<file path="src/rtl/rmii_tx_pkg.sv">
package rmii_tx_pkg;

  typedef enum logic [2:0] {
    ST_IDLE = 3'd0,
    ST_PRE  = 3'd1,
    ST_DATA = 3'd2,
    ST_FCS  = 3'd3,
    ST_GAP  = 3'd4
  } tx_state_e;

  // Reflected CRC-32 advanced by one byte, least significant bit first.
  function automatic logic [31:0] crc32_step(input logic [31:0] crc_in,
                                             input logic [7:0]  data,
                                             input logic [31:0] poly);
    logic [31:0] c;
    logic        fb;
    c = crc_in;
    for (int i = 0; i < 8; i++) begin
      fb = c[0] ^ data[i];
      c  = {1'b0, c[31:1]};
      if (fb) c = c ^ poly;
    end
    return c;
  endfunction

endpackage

</file>
<file path="src/rtl/rmii_len_clamp.sv">
module rmii_len_clamp #(
  parameter int LEN_W   = 11,
  parameter int MIN_LEN = 60,
  parameter int MAX_LEN = 1518
) (
  input  logic [LEN_W-1:0] len_i,
  output logic [LEN_W-1:0] len_o
);

  localparam logic [LEN_W-1:0] LO = LEN_W'(MIN_LEN);
  localparam logic [LEN_W-1:0] HI = LEN_W'(MAX_LEN);

  always_comb begin
    if (len_i < LO)      len_o = LO;
    else if (len_i > HI) len_o = HI;
    else                 len_o = len_i;
  end

endmodule

</file>
<file path="src/rtl/rmii_crc32.sv">
module rmii_crc32
  import rmii_tx_pkg::*;
#(
  parameter logic [31:0] POLY = 32'hEDB88320
) (
  input  logic       clk,
  input  logic       rst_n,
  input  logic       init_i,
  input  logic       upd_i,
  input  logic       shift_i,
  input  logic [7:0] byte_i,
  output logic [7:0] fcs_byte_o
);

  logic [31:0] crc_q, crc_d;

  always_comb begin
    crc_d = crc_q;
    if (init_i)       crc_d = 32'hFFFF_FFFF;
    else if (upd_i)   crc_d = crc32_step(crc_q, byte_i, POLY);
    else if (shift_i) crc_d = {8'h00, crc_q[31:8]};
  end

  always_ff @(posedge clk or negedge rst_n) begin
    if (!rst_n) crc_q <= 32'hFFFF_FFFF;
    else if (init_i || upd_i || shift_i) crc_q <= crc_d;
  end

  assign fcs_byte_o = ~crc_q[7:0];

  // the register is only ever advanced by one operation per clock
  assert_single_op_R6: assert property (@(posedge clk) disable iff (!rst_n)
    $countones({init_i, upd_i, shift_i}) <= 1);

endmodule

</file>
<file path="src/rtl/rmii_gap_timer.sv">
module rmii_gap_timer #(
  parameter int GAP_CLKS = 50
) (
  input  logic clk,
  input  logic rst_n,
  input  logic load_i,
  input  logic run_i,
  output logic done_o
);

  localparam int GW = $clog2(GAP_CLKS + 1);

  logic [GW-1:0] cnt_q, cnt_d;

  always_comb begin
    cnt_d = cnt_q;
    if (load_i)                           cnt_d = GW'(GAP_CLKS);
    else if (run_i && cnt_q > GW'(1))     cnt_d = cnt_q - GW'(1);
  end

  always_ff @(posedge clk or negedge rst_n) begin
    if (!rst_n) cnt_q <= '0;
    else if (load_i || run_i) cnt_q <= cnt_d;
  end

  assign done_o = (cnt_q <= GW'(1));

  // a freshly loaded gap is never reported as finished in the next clock
  assert_gap_not_short_R9: assert property (@(posedge clk) disable iff (!rst_n)
    load_i |=> !done_o);

endmodule

</file>
<file path="src/rtl/rmii_tx_mac.sv">
module rmii_tx_mac
  import rmii_tx_pkg::*;
#(
  parameter int LEN_W     = 11,
  parameter int MIN_LEN   = 60,
  parameter int MAX_LEN   = 1518,
  parameter int PRE_BYTES = 7,
  parameter int GAP_CLKS  = 50
) (
  input  logic             clk,
  input  logic             rst_n,
  input  logic             req_i,
  input  logic [LEN_W-1:0] len_i,
  input  logic [7:0]       data_i,
  output logic             pull_o,
  output logic             busy_o,
  output logic [1:0]       txd_o,
  output logic             tx_en_o
);

  localparam int FCS_BYTES = 4;
  localparam int MIN_CYC   = 4 * (PRE_BYTES + 1 + MIN_LEN + FCS_BYTES);
  localparam int MAX_CYC   = 4 * (PRE_BYTES + 1 + MAX_LEN + FCS_BYTES);
  localparam int EN_W      = $clog2(MAX_CYC + 2);
  localparam int LOW_W     = $clog2(GAP_CLKS + 1);

  tx_state_e        state_q, state_d;
  logic [LEN_W-1:0] cnt_q, cnt_d;
  logic [1:0]       dib_q, dib_d;
  logic [7:0]       sh_q, sh_d;
  logic [LEN_W-1:0] raw_q, raw_d;
  logic [LEN_W-1:0] cl_q, cl_d;
  logic             busy_q, busy_d;
  logic [1:0]       txd_q, txd_d;
  logic             tx_en_q, tx_en_d;

  logic [LEN_W-1:0] len_cl;
  logic [LEN_W-1:0] pay_idx;
  logic             pay_has;
  logic [7:0]       pay_byte;
  logic [7:0]       fcs_byte;
  logic             last_dib;
  logic             start;
  logic             pull;
  logic             crc_init, crc_upd, crc_shift;
  logic             gap_load, gap_done;

  rmii_len_clamp #(
    .LEN_W  (LEN_W),
    .MIN_LEN(MIN_LEN),
    .MAX_LEN(MAX_LEN)
  ) u_clamp (
    .len_i(len_i),
    .len_o(len_cl)
  );

  rmii_crc32 #(
    .POLY(32'hEDB88320)
  ) u_crc (
    .clk       (clk),
    .rst_n     (rst_n),
    .init_i    (crc_init),
    .upd_i     (crc_upd),
    .shift_i   (crc_shift),
    .byte_i    (pay_byte),
    .fcs_byte_o(fcs_byte)
  );

  rmii_gap_timer #(
    .GAP_CLKS(GAP_CLKS)
  ) u_gap (
    .clk   (clk),
    .rst_n (rst_n),
    .load_i(gap_load),
    .run_i (state_q == ST_GAP),
    .done_o(gap_done)
  );

  assign last_dib = (dib_q == 2'd3);
  assign pay_idx  = (state_q == ST_PRE) ? '0 : cnt_q + LEN_W'(1);
  assign pay_has  = (pay_idx < raw_q);
  assign pay_byte = pay_has ? data_i : 8'h00;

  // next-state logic
  always_comb begin
    state_d   = state_q;
    cnt_d     = cnt_q;
    dib_d     = dib_q + 2'd1;
    sh_d      = {2'b00, sh_q[7:2]};
    raw_d     = raw_q;
    cl_d      = cl_q;
    busy_d    = busy_q;
    start     = 1'b0;
    pull      = 1'b0;
    crc_init  = 1'b0;
    crc_upd   = 1'b0;
    crc_shift = 1'b0;
    gap_load  = 1'b0;

    case (state_q)
      ST_IDLE: begin
        dib_d = '0;
        start = req_i;
      end
      ST_GAP: begin
        dib_d  = '0;
        busy_d = 1'b0;
        if (gap_done) begin
          start = req_i;
          if (!req_i) state_d = ST_IDLE;
        end
      end
      ST_PRE: begin
        if (last_dib) begin
          cnt_d = cnt_q + LEN_W'(1);
          if (cnt_q == LEN_W'(PRE_BYTES - 1)) begin
            sh_d = 8'hD5;
          end else if (cnt_q == LEN_W'(PRE_BYTES)) begin
            state_d = ST_DATA;
            cnt_d   = '0;
            sh_d    = pay_byte;
            pull    = pay_has;
            crc_upd = 1'b1;
          end else begin
            sh_d = 8'h55;
          end
        end
      end
      ST_DATA: begin
        if (last_dib) begin
          if (cnt_q == cl_q - LEN_W'(1)) begin
            state_d   = ST_FCS;
            cnt_d     = '0;
            sh_d      = fcs_byte;
            crc_shift = 1'b1;
          end else begin
            cnt_d   = cnt_q + LEN_W'(1);
            sh_d    = pay_byte;
            pull    = pay_has;
            crc_upd = 1'b1;
          end
        end
      end
      ST_FCS: begin
        if (last_dib) begin
          if (cnt_q == LEN_W'(FCS_BYTES - 1)) begin
            state_d  = ST_GAP;
            gap_load = 1'b1;
          end else begin
            cnt_d     = cnt_q + LEN_W'(1);
            sh_d      = fcs_byte;
            crc_shift = 1'b1;
          end
        end
      end
      default: state_d = ST_IDLE;
    endcase

    if (start) begin
      state_d  = ST_PRE;
      cnt_d    = '0;
      dib_d    = '0;
      sh_d     = 8'h55;
      raw_d    = len_i;
      cl_d     = len_cl;
      busy_d   = 1'b1;
      crc_init = 1'b1;
    end

    tx_en_d = (state_q == ST_PRE) || (state_q == ST_DATA) || (state_q == ST_FCS);
    txd_d   = tx_en_d ? sh_q[1:0] : 2'b00;
  end

  // registers
  always_ff @(posedge clk or negedge rst_n) begin
    if (!rst_n) begin
      state_q <= ST_IDLE;
      cnt_q   <= '0;
      dib_q   <= '0;
      sh_q    <= '0;
      raw_q   <= '0;
      cl_q    <= '0;
      busy_q  <= 1'b0;
      txd_q   <= 2'b00;
      tx_en_q <= 1'b0;
    end else begin
      state_q <= state_d;
      cnt_q   <= cnt_d;
      dib_q   <= dib_d;
      sh_q    <= sh_d;
      if (start) begin
        raw_q <= raw_d;
        cl_q  <= cl_d;
      end
      busy_q  <= busy_d;
      txd_q   <= txd_d;
      tx_en_q <= tx_en_d;
    end
  end

  assign pull_o  = pull;
  assign busy_o  = busy_q;
  assign txd_o   = txd_q;
  assign tx_en_o = tx_en_q;

  // checker counters for the output timing assertions
  logic [EN_W-1:0]  en_run_q;
  logic [LOW_W-1:0] low_run_q;
  logic             seen_q;

  always_ff @(posedge clk or negedge rst_n) begin
    if (!rst_n) begin
      en_run_q  <= '0;
      low_run_q <= '0;
      seen_q    <= 1'b0;
    end else begin
      en_run_q <= tx_en_q ? en_run_q + EN_W'(1) : '0;
      if (tx_en_q)                      low_run_q <= '0;
      else if (low_run_q != LOW_W'(GAP_CLKS)) low_run_q <= low_run_q + LOW_W'(1);
      if (tx_en_q) seen_q <= 1'b1;
    end
  end

  assert_txd_quiet_R8: assert property (@(posedge clk) disable iff (!rst_n)
    !tx_en_o |-> (txd_o == 2'b00));

  assert_busy_ends_with_en_R10: assert property (@(posedge clk) disable iff (!rst_n)
    $fell(busy_o) |-> $fell(tx_en_o));

  assert_gap_held_R9: assert property (@(posedge clk) disable iff (!rst_n)
    ($rose(tx_en_o) && seen_q) |-> (low_run_q == LOW_W'(GAP_CLKS)));

  assert_frame_span_R7: assert property (@(posedge clk) disable iff (!rst_n)
    $fell(tx_en_o) |-> (en_run_q[1:0] == 2'b00 && en_run_q >= EN_W'(MIN_CYC)
                        && en_run_q <= EN_W'(MAX_CYC)));

  assert_pull_in_frame_R3: assert property (@(posedge clk) disable iff (!rst_n)
    pull_o |-> busy_o);

endmodule

</file>
<file path="config.mk">
export PLATFORM = sky130hd
export DESIGN_NAME = rmii_tx_mac
export DESIGN_NICKNAME = d
export VERILOG_FILES = /design/src/rtl/rmii_tx_pkg.sv /design/src/rtl/rmii_len_clamp.sv /design/src/rtl/rmii_crc32.sv /design/src/rtl/rmii_gap_timer.sv /design/src/rtl/rmii_tx_mac.sv
export SDC_FILE = /design/constraint.sdc
export NUM_CORES = 1
export LEC_CHECK = 0
export BUFFER_PORTS_ARGS = -buffer_cell sky130_fd_sc_hd__buf_2
export CAP_MARGIN = 0
export CORE_MARGIN = 10
export CORE_UTILIZATION = 50
export CTS_CLUSTER_DIAMETER = 30
export CTS_CLUSTER_SIZE = 16
export DETAILED_ROUTE_END_ITERATION = 10
export PLACE_DENSITY = 0.68
export SETUP_SLACK_MARGIN = 0.1
export SYNTH_ARGS = -nofsm -noshare
export SYNTH_HDL_FRONTEND = slang
export SYNTH_SLANG_ARGS = --single-unit
</file>
<file path="constraint.sdc">
create_clock -name clk -period 4.26 [get_ports clk]
set_input_delay 0 -clock clk [delete_from_list [all_inputs] [get_ports clk]]
set_output_delay 0 -clock clk [all_outputs]
set_load 0.01 [all_outputs]
</file>
# ---- Word level (Yosys, flattened, before mapping)
# Cells that the tools add are included.
dict set report totals {
  input_bits 22
  elab_cells 161
  register_bits 88
  output_inout_bits 5
}
dict set report op_classes {
  mux 88
  add_sub_neg 4
  n_reduce_logical 16
  n_eq_ne 20
  magnitude_cmp 5
  n_bitwise 17
}
# op count
set op_table {}
lappend op_table {{32-bit 2-to-1 mux} 25}
lappend op_table {{11-bit 2-to-1 mux} 11}
lappend op_table {{13-bit inverter with 14-bit output} 8}
lappend op_table {{8-bit 2-to-1 mux} 9}
lappend op_table {{11-bit case mux with 3 select lines} 1}
lappend op_table {{3-bit 2-to-1 mux} 10}
lappend op_table {{3-bit inequality test, second input constant} 9}
lappend op_table {{8-bit case mux with 3 select lines} 1}
lappend op_table {{11-bit by 3-bit == test with 1-bit output, second input constant} 2}
lappend op_table {{1-bit 2-to-1 mux} 21}
lappend op_table {{3-bit case mux with 5 select lines} 1}
lappend op_table {{6-bit 2-to-1 mux} 2}
lappend op_table {{11-bit by 1-bit adder with 11-bit output, second input constant} 1}
lappend op_table {{11-bit == test} 1}
lappend op_table {{11-bit by 2-bit == test with 1-bit output, second input constant} 1}
lappend op_table {{11-bit > comparator, second input constant} 1}
lappend op_table {{11-bit < comparator} 1}
lappend op_table {{11-bit by 6-bit < comparator with 1-bit output, second input constant} 1}
lappend op_table {{11-bit by 1-bit subtractor with 11-bit output, second input constant} 1}
lappend op_table {{10-bit AND reduction} 1}
lappend op_table {{8-bit inverter} 1}
lappend op_table {{1-bit case mux with 2 select lines} 4}
lappend op_table {{1-bit bitwise XOR} 8}
lappend op_table {{3-bit by 2-bit == test with 1-bit output, second input constant} 2}
lappend op_table {{other kinds (19)} 27}

# ---- Longest topological paths before layout
# Gate-level depths: netlist (run 1).
dict set report logic_depth {
  depth_word 36
  ltp_mapped 17
  mapped_depth_nobuf 16
}

# ---- Hierarchy
# From an unflattened synthesis (run 1), not the netlist that was laid out.
dict set report unflattened {
  hier_cells 695
  hier_area_um2 6517.5
}
# module cells_per_inst instances area_each_um2 seq_area_each_um2
set by_module_without_submodules {}
lappend by_module_without_submodules {rmii_tx_mac 422 1 3448.3 1251.2}
lappend by_module_without_submodules {rmii_crc32 214 1 2507.4 840.8}
lappend by_module_without_submodules {rmii_gap_timer 37 1 395.4 150.1}
lappend by_module_without_submodules {rmii_len_clamp 22 1 166.4 0.0}

# ---- Least setup slack after synthesis (run 1)
# Ideal clock, no wire load.
dict set report synth_timing {
  path_kind {register to register}
  start {register cnt_q[0]}
  end {register u_crc.crc_q[20]}
  t_arrival_ns 3.890
  path_slack_ns 0.293
  setup_ns 0.077
  stages_incl_launch_ff 17
  t_required_ns 4.183
  cell_sequence {dfrtp_1 ha_1 and3_1 and3_1 and3_1 and3_1 xnor2_1 nor2_1 ha_1 nand2_1 nor2_1 a211oi_2 nand3_2 xnor2_2 xnor3_1 or3_1 a31oi_1}
}
dict set report synth_via {
  elab_chain_len 34
  elab_cells_between_ends 58
  classes_between {add/sub (1); order compare (1); eq/ne (4); mux (37); bitwise (11); reduce/logical (4)}
}
# element line
set synth_lines {}
lappend synth_lines {{start: declaration} rmii_tx_mac.sv:28} ;# logic [LEN_W-1:0] cnt_q, cnt_d;
lappend synth_lines {{start signal: assignment} rmii_tx_mac.sv:188} ;# cnt_q <= cnt_d;
lappend synth_lines {{11-bit by 1-bit adder with 11-bit output} rmii_tx_mac.sv:80} ;# assign pay_idx = (state_q == ST_PRE) ? '0 : cnt_q + LEN_W'(1);
lappend synth_lines {{11-bit 2-to-1 mux} rmii_tx_mac.sv:80}
lappend synth_lines {{11-bit < comparator} rmii_tx_mac.sv:81} ;# assign pay_has = (pay_idx < raw_q);
lappend synth_lines {{8-bit 2-to-1 mux} rmii_tx_mac.sv:82} ;# assign pay_byte = pay_has ? data_i : 8'h00;
lappend synth_lines {{1-bit bitwise XOR} rmii_tx_pkg.sv:19} ;# fb = c[0] ^ data[i];
lappend synth_lines {{32-bit 2-to-1 mux} rmii_tx_pkg.sv:21} ;# if (fb) c = c ^ poly;
lappend synth_lines {{32-bit 2-to-1 mux} rmii_crc32.sv:20} ;# else if (upd_i) crc_d = crc32_step(crc_q, byte_i, POLY);
lappend synth_lines {{32-bit 2-to-1 mux} rmii_crc32.sv:19} ;# if (init_i) crc_d = 32'hFFFF_FFFF;
lappend synth_lines {{[18 not listed]} --}
lappend synth_lines {{13-bit inverter with 14-bit output (no source line)} --}
lappend synth_lines {{32-bit 2-to-1 mux} rmii_tx_pkg.sv:21}
lappend synth_lines {{32-bit 2-to-1 mux} rmii_crc32.sv:20}
lappend synth_lines {{32-bit 2-to-1 mux} rmii_crc32.sv:19}
lappend synth_lines {{13-bit inverter with 14-bit output (no source line)} --}
lappend synth_lines {{32-bit 2-to-1 mux} rmii_tx_pkg.sv:21}
lappend synth_lines {{32-bit 2-to-1 mux} rmii_crc32.sv:20}
lappend synth_lines {{32-bit 2-to-1 mux} rmii_crc32.sv:19}
lappend synth_lines {{end signal: assignment} rmii_crc32.sv:26} ;# else if (init_i || upd_i || shift_i) crc_q <= crc_d;
lappend synth_lines {{end: declaration} rmii_crc32.sv:15} ;# logic [31:0] crc_q, crc_d;
# Several ways; a longest one is shown, not always the timed one. The select of a mux whose other input is x is not followed.
# A chain may end at the register's enable or synchronous reset.

# ---- Worst setup path after layout (run 1)
# Ends and elaborated chain as after synthesis.

==> results.py, run 1 <==
metrics = {
    "status": {
        "status": "finished, final reports clean",
    },
    "cts": {
        "cts_sinks": 88,
        "htree_levels": 3,
        "path_clk_slew_ns": 0.07,
        "numCtsBuffers": 9,
        "worstSkewPairLatency_ns": 0.35,
        "cts.path.max_buffers": 2,
        "cts_tree": "done",
        "clockRootBuffer": "clkbuf_16",
    },
    "detailed_routing": {
        "vias": 5492,
        "drtAntennaViolNets": 0,
        "first_iter_violations": 561,
        "vias_per_cell": 5.89,
        "first_pass_iters": 5,
        "wirelength_um": 16900,
        "route.detailed.wl_per_inst_um": 18.2,
        "drc": 0,
    },
    "die": {
        "dieArea_um2": 17600,
        "core-area_um2": 12500,
        "fp-row-count": 41,
        "fp.dieW_um": 133,
        "fp.dieH_um": 133,
        "num_io_pins": 27,
        "initial_core_util_pct": 50.7,
    },
    "synth": {
        "yosysSeqAreaShare_pct": 35.3,
        "async_flop_share_pct": 100,
        "avgSynthCellArea_um2": 8.69,
        "ys_ff_latch": 88,
        "syn-cell-area_um2": 6350,
        "netlist_instances": 731,
        "ys_types": 70,
        "synth_edf_count": 0,
        "ys.flop_type": "dfrtp_1",
        "postSynthNetCount": 769,
        "yosysWarnings": 0,
    },
    "grt": {
        "grt_max_degree": 89,
        "track_usage_pct": 19.1,
        "grt_first_pass_wirelength_um": 27500,
        "antenna_found_initial": 0,
        "overflow": 0,
        "grt_pass1_vias": 5272,
    },
    "power_and_ir_drop": {
        "pwr-share-clk_pct": 45.4,
        "power_density_nw_per_um2": 272,
        "share_comb_of_total_power_pct": 11.9,
        "switchingPower_uw": 482,
        "ir_drop_mv": 0.162,
        "leakage_nw": 3.21,
        "swShare_pct": 24.6,
        "p_seq_share_pct": 42.7,
        "p_int_mw": 1.48,
    },
    "sta": {
        "worst_pin_slew_ns": 1.16,
        "tns_ns": 0,
        "finalMaxSlewViolations": 0,
        "fmax_mhz": 257,
        "slew_headroom_pct": 22.8,
        "final.setup_skew_ns": 0.00749,
        "fin_crit_ns": 3.89,
        "finalHoldViolations": 0,
        "setup_viol": 0,
        "final.period_utilization_pct": 91.3,
        "rsz0062_at_grt": "false",
    },
    "final_layout": {
        "layout_commonest_cell": "xnor2_1",
        "layout_common_cells": "xnor2_1, nand2_1, dfrtp_1",
        "antenna_cells": 0,
        "drive_gt1_share_pct": 16.7,
        "stdcell_area_um2": 7200,
        "layout.nets": 793,
        "fillers": 1163,
        "area_delta_synth_final_pct": 13.3,
    },
    "setup_path": {
        "cp_max_fo": 16,
        "arrival_ns": 4.17,
        "critPathLaunchType": "flop",
        "critical_path_class": "reg2reg",
        "cp-end-kind": "flop",
        "crit_required_ns": 4.54,
    },
    "placement": {
        "gp_congestion": 0.893,
        "portBuffers": 26,
        "place_area_um2": 6620,
        "dp_hpwl_um": 11900,
    },
    "hold_path": {
        "hp-class": "in2reg",
    },
    "job": {
        "drv_cap": 0,
    },
}
power groups by stage:
stage | sequential (mW) | combinational (mW) | clock [mW]
6_report | 0.837 | 0.233 | 0.890
4_1_cts | 0.837 | 0.227 | 0.904
3_5_place_dp | 0.851 | 0.215 | 0
5_1_grt | 0.836 | 0.252 | 0.938
2_1_floorplan | 0.852 | 0.152 | 0
3_3_place_gp | 0.851 | 0.214 | 0
kinds of logic after synthesis:
logic type / share of synthesized area [%]
adders and majority gates: 3.15
AOI/OAI and AO/OA: 18.1
buffers and inverters: 4.77
muxes: 0.709
DFF: 35.3
xor gates and xnor gates: 17.0
and+or+nand+nor: 21.0
metal layers:
| metal | up-vias | track usage (%) | share of wire (%) |
|---|---|---|---|
| met5 | - | 0 | 0 |
| met4 | 0 | 8.50 | 2.1 |
| met3 | 23 | 2.27 | 4.2 |
| met2 | 147 | 31.6 | 49 |
| met1 | 2700 | 24.4 | 44 |
| li1 | 2622 | - | - |
flip-flops by register name (all words and copies together) (netlist names):
register,count
busy_o,1
cl_q,11
cnt_q,11
dib_q,2
raw_q,11
sh_q,8
state_q,3
tx_en_o,1
txd_o,2
u_crc.crc_q,32
u_gap.cnt_q,6
final timing paths:
path                       slack (ns)                          end  depth (start not counted)                 start
min in group asynchronous        0.42         cnt_q[4]$_DFFE_PN0P_                          2                 rst_n
hold / removal                  0.005            sh_q[0]$_DFF_PN0_                          3             data_i[0]
max in group asynchronous        3.08         cnt_q[1]$_DFFE_PN0P_                          2                 rst_n
hold reg to reg                  0.43           dib_q[0]$_DFF_PN0_                          1    dib_q[0]$_DFF_PN0_
setup / recovery                 0.37  u_crc.crc_q[20]$_DFFE_PN1P_                         17  cnt_q[0]$_DFFE_PN0P_
setup reg to reg                 0.37  u_crc.crc_q[20]$_DFFE_PN1P_                         17  cnt_q[0]$_DFFE_PN0P_
stage by stage:
step / worst slack (ns) / hold WS [ns] / power, mW / instances / util [%]
6_report: 0.369 / 0.00492 / 1.96 / 932 / 57.5
5_1_grt: 0.125 / 0.0313 / 2.03 / 932 / 57.5
4_1_cts: 0.133 / 0.00176 / 1.97 / 925 / 56.7
3_5_place_dp: 0.148 / 0.249 / 1.07 / 894 / 52.8
3_3_place_gp: 0.288 / 0.243 / 1.07 / 894 / 52.8
2_1_floorplan: 0.293 / -0.296 / 1.00 / 731 / -
cell type report:
class	count	area (µm²)	share of cell area (%)
Inverter	22	82.6	1.15
Tap cell	172	215	2.99
Clock inverter	6	90.1	1.25
Timing Repair Buffer	66	474	6.59
Multi-Input combinational cell	568	3850	53.5
Clock buffer	10	239	3.32
Sequential cell	88	2240	31.2
synth_stat cells (all sizes together) (3+ instances only):
cell,count,area share [%]
nor2,55,3.3
or3,15,1.5
o311a,4,0.63
o21ai,37,3.0
nor3b,5,0.75
nor4b,3,0.41
o211ai,5,0.59
dfrtp,56,22
dfstp,32,13
a31oi,12,1.2
nand3,27,2.2
nand4,5,0.49
and2,6,0.59
mux2i,3,0.47
xnor2,70,9.8
nand2b,8,0.79
xnor3,4,1.4
xor2,42,5.8
o21a,4,0.47
ha,16,3.2
o31ai,9,1.1
nand2,66,3.9
nor2b,12,1.2
and3,20,2.0
nor3,20,1.7
nor4,5,0.73
a21oi,45,3.5
a22oi,3,0.35
a31o,3,0.55
clkbuf,40,2.4
nand3b,6,0.71
inv,22,1.3
o211a,3,0.47
o221a,3,0.53
buf,13,1.1
o22ai,22,2.2
repair_timing:
| item | in CTS | in global routing |
|---|---|---|
| setup buffers | 0 | 7 |
| endpoints found under the setup margin | 0 | 27 |
| hold endpoints to repair | 80 | 0 |
| resized for setup | 0 | 12 |
| hold buffers | 15 | 0 |
worst max-delay path, cell delays in order, from the launching register on:
cell and delay, ns:
dfrtp_1 0.41, ha_1 0.23, and3_2 0.24, and3_4 0.20
and3_2 0.24, and3_4 0.19, xnor2_1 0.13, nor2_1 0.06
ha_1 0.31, nand2_1 0.08, nor2_1 0.05, a211oi_2 0.19
buf_4 0.27, nand2_4 0.11, nor2_1 0.14, xnor3_1 0.45
or3_1 0.34, a31oi_1 0.18
Power figures use the tool's default switching activity.
==> run 2, diff against run 1 <==
--- a/config.mk
+++ b/config.mk
@@ -5,15 +5,16 @@
 export SDC_FILE = /design/constraint.sdc
 export NUM_CORES = 1
 export LEC_CHECK = 0
-export BUFFER_PORTS_ARGS = -buffer_cell sky130_fd_sc_hd__buf_2
 export CAP_MARGIN = 0
 export CORE_MARGIN = 10
 export CORE_UTILIZATION = 50
 export CTS_CLUSTER_DIAMETER = 30
 export CTS_CLUSTER_SIZE = 16
 export DETAILED_ROUTE_END_ITERATION = 10
-export PLACE_DENSITY = 0.68
+export DONT_BUFFER_PORTS = 1
+export PLACE_DENSITY = 0.67
 export SETUP_SLACK_MARGIN = 0.1
 export SYNTH_ARGS = -nofsm -noshare
 export SYNTH_HDL_FRONTEND = slang
+export SYNTH_HIERARCHICAL = 1
 export SYNTH_SLANG_ARGS = --single-unit
==> results.py, run 2 <==
metrics = {
    "placement": {
        "pre_cts_slack_ns": 0.0456,
        "dp_hpwl_um": 11200,
        "portBuffers": 0,
        "place_area_um2": 6850,
        "gp_congestion": 0.903,
    },
    "sta": {
        "worst_pin_slew_ns": 0.955,
        "rsz0062_at_grt": "false",
        "finalMaxSlewViolations": 0,
        "fin_crit_ns": 3.96,
        "final.period_utilization_pct": 93.1,
        "tns_ns": 0,
        "slew_headroom_pct": 35.9,
        "layout_setup_ws_ns": 0.296,
        "holdWs_ns": 0.0149,
        "fmax_mhz": 252,
        "final.setup_skew_ns": 0.00906,
        "setup_viol": 0,
        "finalHoldViolations": 0,
    },
    "die": {
        "core-area_um2": 12700,
        "initial_core_util_pct": 51.4,
        "fp.dieH_um": 134,
        "fp-row-count": 41,
        "dieArea_um2": 18000,
        "fp.dieW_um": 134,
        "num_io_pins": 27,
    },
    "detailed_routing": {
        "drc": 0,
        "wirelength_um": 16400,
        "first_pass_iters": 5,
        "drtAntennaViolNets": 0,
        "vias": 5267,
        "vias_per_cell": 5.73,
        "first_iter_violations": 466,
        "route.detailed.wl_per_inst_um": 17.9,
    },
    "final_layout": {
        "largest_reg_flops": 32,
        "layout.nets": 781,
        "stdcell_area_um2": 7700,
        "area_delta_synth_final_pct": 18.1,
        "layout_common_cells": "nand2_1, buf_4, dfrtp_1",
        "antenna_cells": 0,
        "layout_commonest_cell": "nand2_1",
        "regMostFlops": "u_crc/crc_q",
        "drive_gt1_share_pct": 23.5,
    },
    "synth": {
        "synth_top_family_by_area": "simple AND/OR/NAND/NOR gates",
        "synthAdderAreaFrac_pct": 3.07,
        "synthMuxAreaShare_pct": 3.55,
        "synth_common_cells": "nand2_1, dfrtp_1, nor2_1, o21ai_0, inv_1",
        "async_flop_share_pct": 100,
        "syn-cell-area_um2": 6520,
        "synth_edf_count": 0,
        "yosysWarnings": 6,
        "synth_top_cell_area_share_pct": 21.5,
        "ys_ff_latch": 88,
        "yosysSeqAreaShare_pct": 34.4,
        "ys.flop_type": "dfrtp_1",
        "netlist_instances": 695,
        "synth_compound_area_share_pct": 17.4,
        "avgSynthCellArea_um2": 9.38,
        "synth.most_common_cell": "nand2_1",
        "ys_types": 89,
        "netlist_top_cells_area": "dfrtp_1, dfstp_2, xnor3_1",
        "synth-simple-area-share_pct": 19.0,
        "yosys.area.top_type": "dfrtp_1",
        "postSynthNetCount": 733,
        "synth_xor_area_share_pct": 17.3,
    },
    "cts": {
        "cts_tree": "done",
        "numCtsBuffers": 9,
        "cts_sinks": 88,
        "clockRootBuffer": "clkbuf_16",
        "htree_levels": 3,
        "cts.path.max_buffers": 2,
        "worstSkewPairLatency_ns": 0.35,
        "path_clk_slew_ns": 0.07,
    },
    "setup_path": {
        "crit_chain": "ha_2 -> and3_4 -> and3_4 -> and3_4 -> xnor2_2 -> nor2_1 -> ha_1 -> a21o_1 -> a21o_1 -> a21oi_2 -> o21ai_4 -> buf_6 -> nor2_4 -> xor2_4 -> buf_6 -> xor2_4 -> xnor3_1 -> a221o_1",
        "cp-startpoint": "cnt_q[0]$_DFFE_PN0P_",
        "critPathLaunchType": "flop",
        "cp_slowest_stage_delay_ns": 0.44,
        "crit_buf_inv": 2,
        "cp.depth": 18,
        "arrival_ns": 4.24,
        "r2r_start": "cnt_q[0]$_DFFE_PN0P_",
        "critical_path_class": "reg2reg",
        "cpMostUsedCell": "and3_4",
        "reg2reg_setup_slack_ns": 0.30,
        "cp_slowest_cell": "xnor3_1",
        "endpoint": "u_crc/crc_q[29]$_DFFE_PN1P_",
        "crit_required_ns": 4.53,
        "cp-end-kind": "flop",
        "cp_max_fo": 6,
        "reg2reg_to": "u_crc/crc_q[29]$_DFFE_PN1P_",
        "path_delay_family": "XOR/XNOR gates",
        "r2r_cells": 18,
    },
    "grt": {
        "use_met1_pct": 23.4,
        "overflow": 0,
        "grtUsageMet2_pct": 28.9,
        "grt_first_pass_wirelength_um": 26500,
        "busiest_layer": "met2",
        "grt_max_degree": 89,
        "grt_pass1_vias": 5160,
        "antenna_found_initial": 0,
        "track_usage_pct": 18.0,
        "grt_use_met3_pct": 3.51,
    },
    "power_and_ir_drop": {
        "leakage_nw": 3.41,
        "ir_drop_mv": 0.377,
        "power_density_nw_per_um2": 675,
    },
    "status": {
        "status": "finished, final reports clean",
    },
    "job": {
        "drv_cap": 0,
    },
    "hold_path": {
        "hp-class": "in2reg",
    },
}
[run 2: worst min path at each step]
stage,start,to,slack (ns),cells past startpoint
finish,len_i[9],cl_q[2]$_DFFE_PN0P_,0.01,4
global route,len_i[9],cl_q[5]$_DFFE_PN0P_,0.04,4
CTS,len_i[9],cl_q[5]$_DFFE_PN0P_,0.008,4
detailed placement,rst_n,cl_q[10]$_DFFE_PN0P_,-0.29,0
global placement,rst_n,cnt_q[7]$_DFFE_PN0P_,-0.29,0
floorplan,rst_n,busy_o$_DFFE_PN0P_,-0.30,0
[run 2: timing repair]
| item | 4_1_cts | 5_1_grt |
|---|---|---|
| pin swaps | 3 | 22 |
| endpoints found under the setup margin | 4 | 20 |
| resized for setup | 1 | 29 |
| hold buffers | 14 | 0 |
| hold endpoints to repair | 111 | 0 |
| setup buffers | 4 | 26 |
[run 2: power breakdown]
part | switching [mW] | leakage [nW] | internal [mW]
Sequential | 0.259 | 1.06 | 1.17
Combinational | 1.36 | 2.21 | 1.61
Clock | 0.343 | 0.137 | 0.454
Total | 1.96 | 3.41 | 3.24
[run 2: logic make-up after synthesis]
| kind of cell | after synthesis |
|---|---|
| flip-flops | 88 |
| AND/OR/NAND/NOR | 240 |
| multiplexers | 22 |
| adder cells (fa/ha/maj) | 16 |
| XOR/XNOR | 84 |
| buffers and inverters | 81 |
| AO/OA/AOI/OAI | 164 |
[run 2: per-layer routing]
| layer | up-vias | share of wire [%] |
|---|---|---|
| li1 | 2522 | - |
| met5 | - | 0 |
| met1 | 2583 | 45 |
| met3 | 25 | 5.4 |
| met4 | 0 | 1.6 |
| met2 | 137 | 48 |
[run 2: layout make-up]
class / instances / area [µm²]
tap: 172 / 215
sequential: 88 / 2240
clock inverter: 4 / 47.5
timing repair buffer: 75 / 631
inverter: 43 / 161
fill: 1067 / 4970
clock buffer: 12 / 236
multi-input combinational: 526 / 4160
[run 2: worst register-to-register path: stages (launching register included)]
cell	delay [ns]
dfrtp_1	0.38
ha_2	0.19
and3_4	0.19
and3_4	0.19
and3_4	0.22
xnor2_2	0.12
nor2_1	0.06
ha_1	0.28
a21o_1	0.16
a21o_1	0.16
a21oi_2	0.18
o21ai_4	0.10
buf_6	0.16
nor2_4	0.18
xor2_4	0.21
buf_6	0.14
xor2_4	0.22
xnor3_1	0.44
a221o_1	0.30
[run 2: per-stage QoR]
stage | util [%] | cells | power (mW)
after detailed placement | 54.1 | 860 | 4.05
after global placement | 54.1 | 860 | 3.98
final | 60.7 | 920 | 5.20
after CTS | 57.8 | 894 | 4.92
after floorplan | - | 695 | 3.47
after global routing | 60.7 | 920 | 5.54
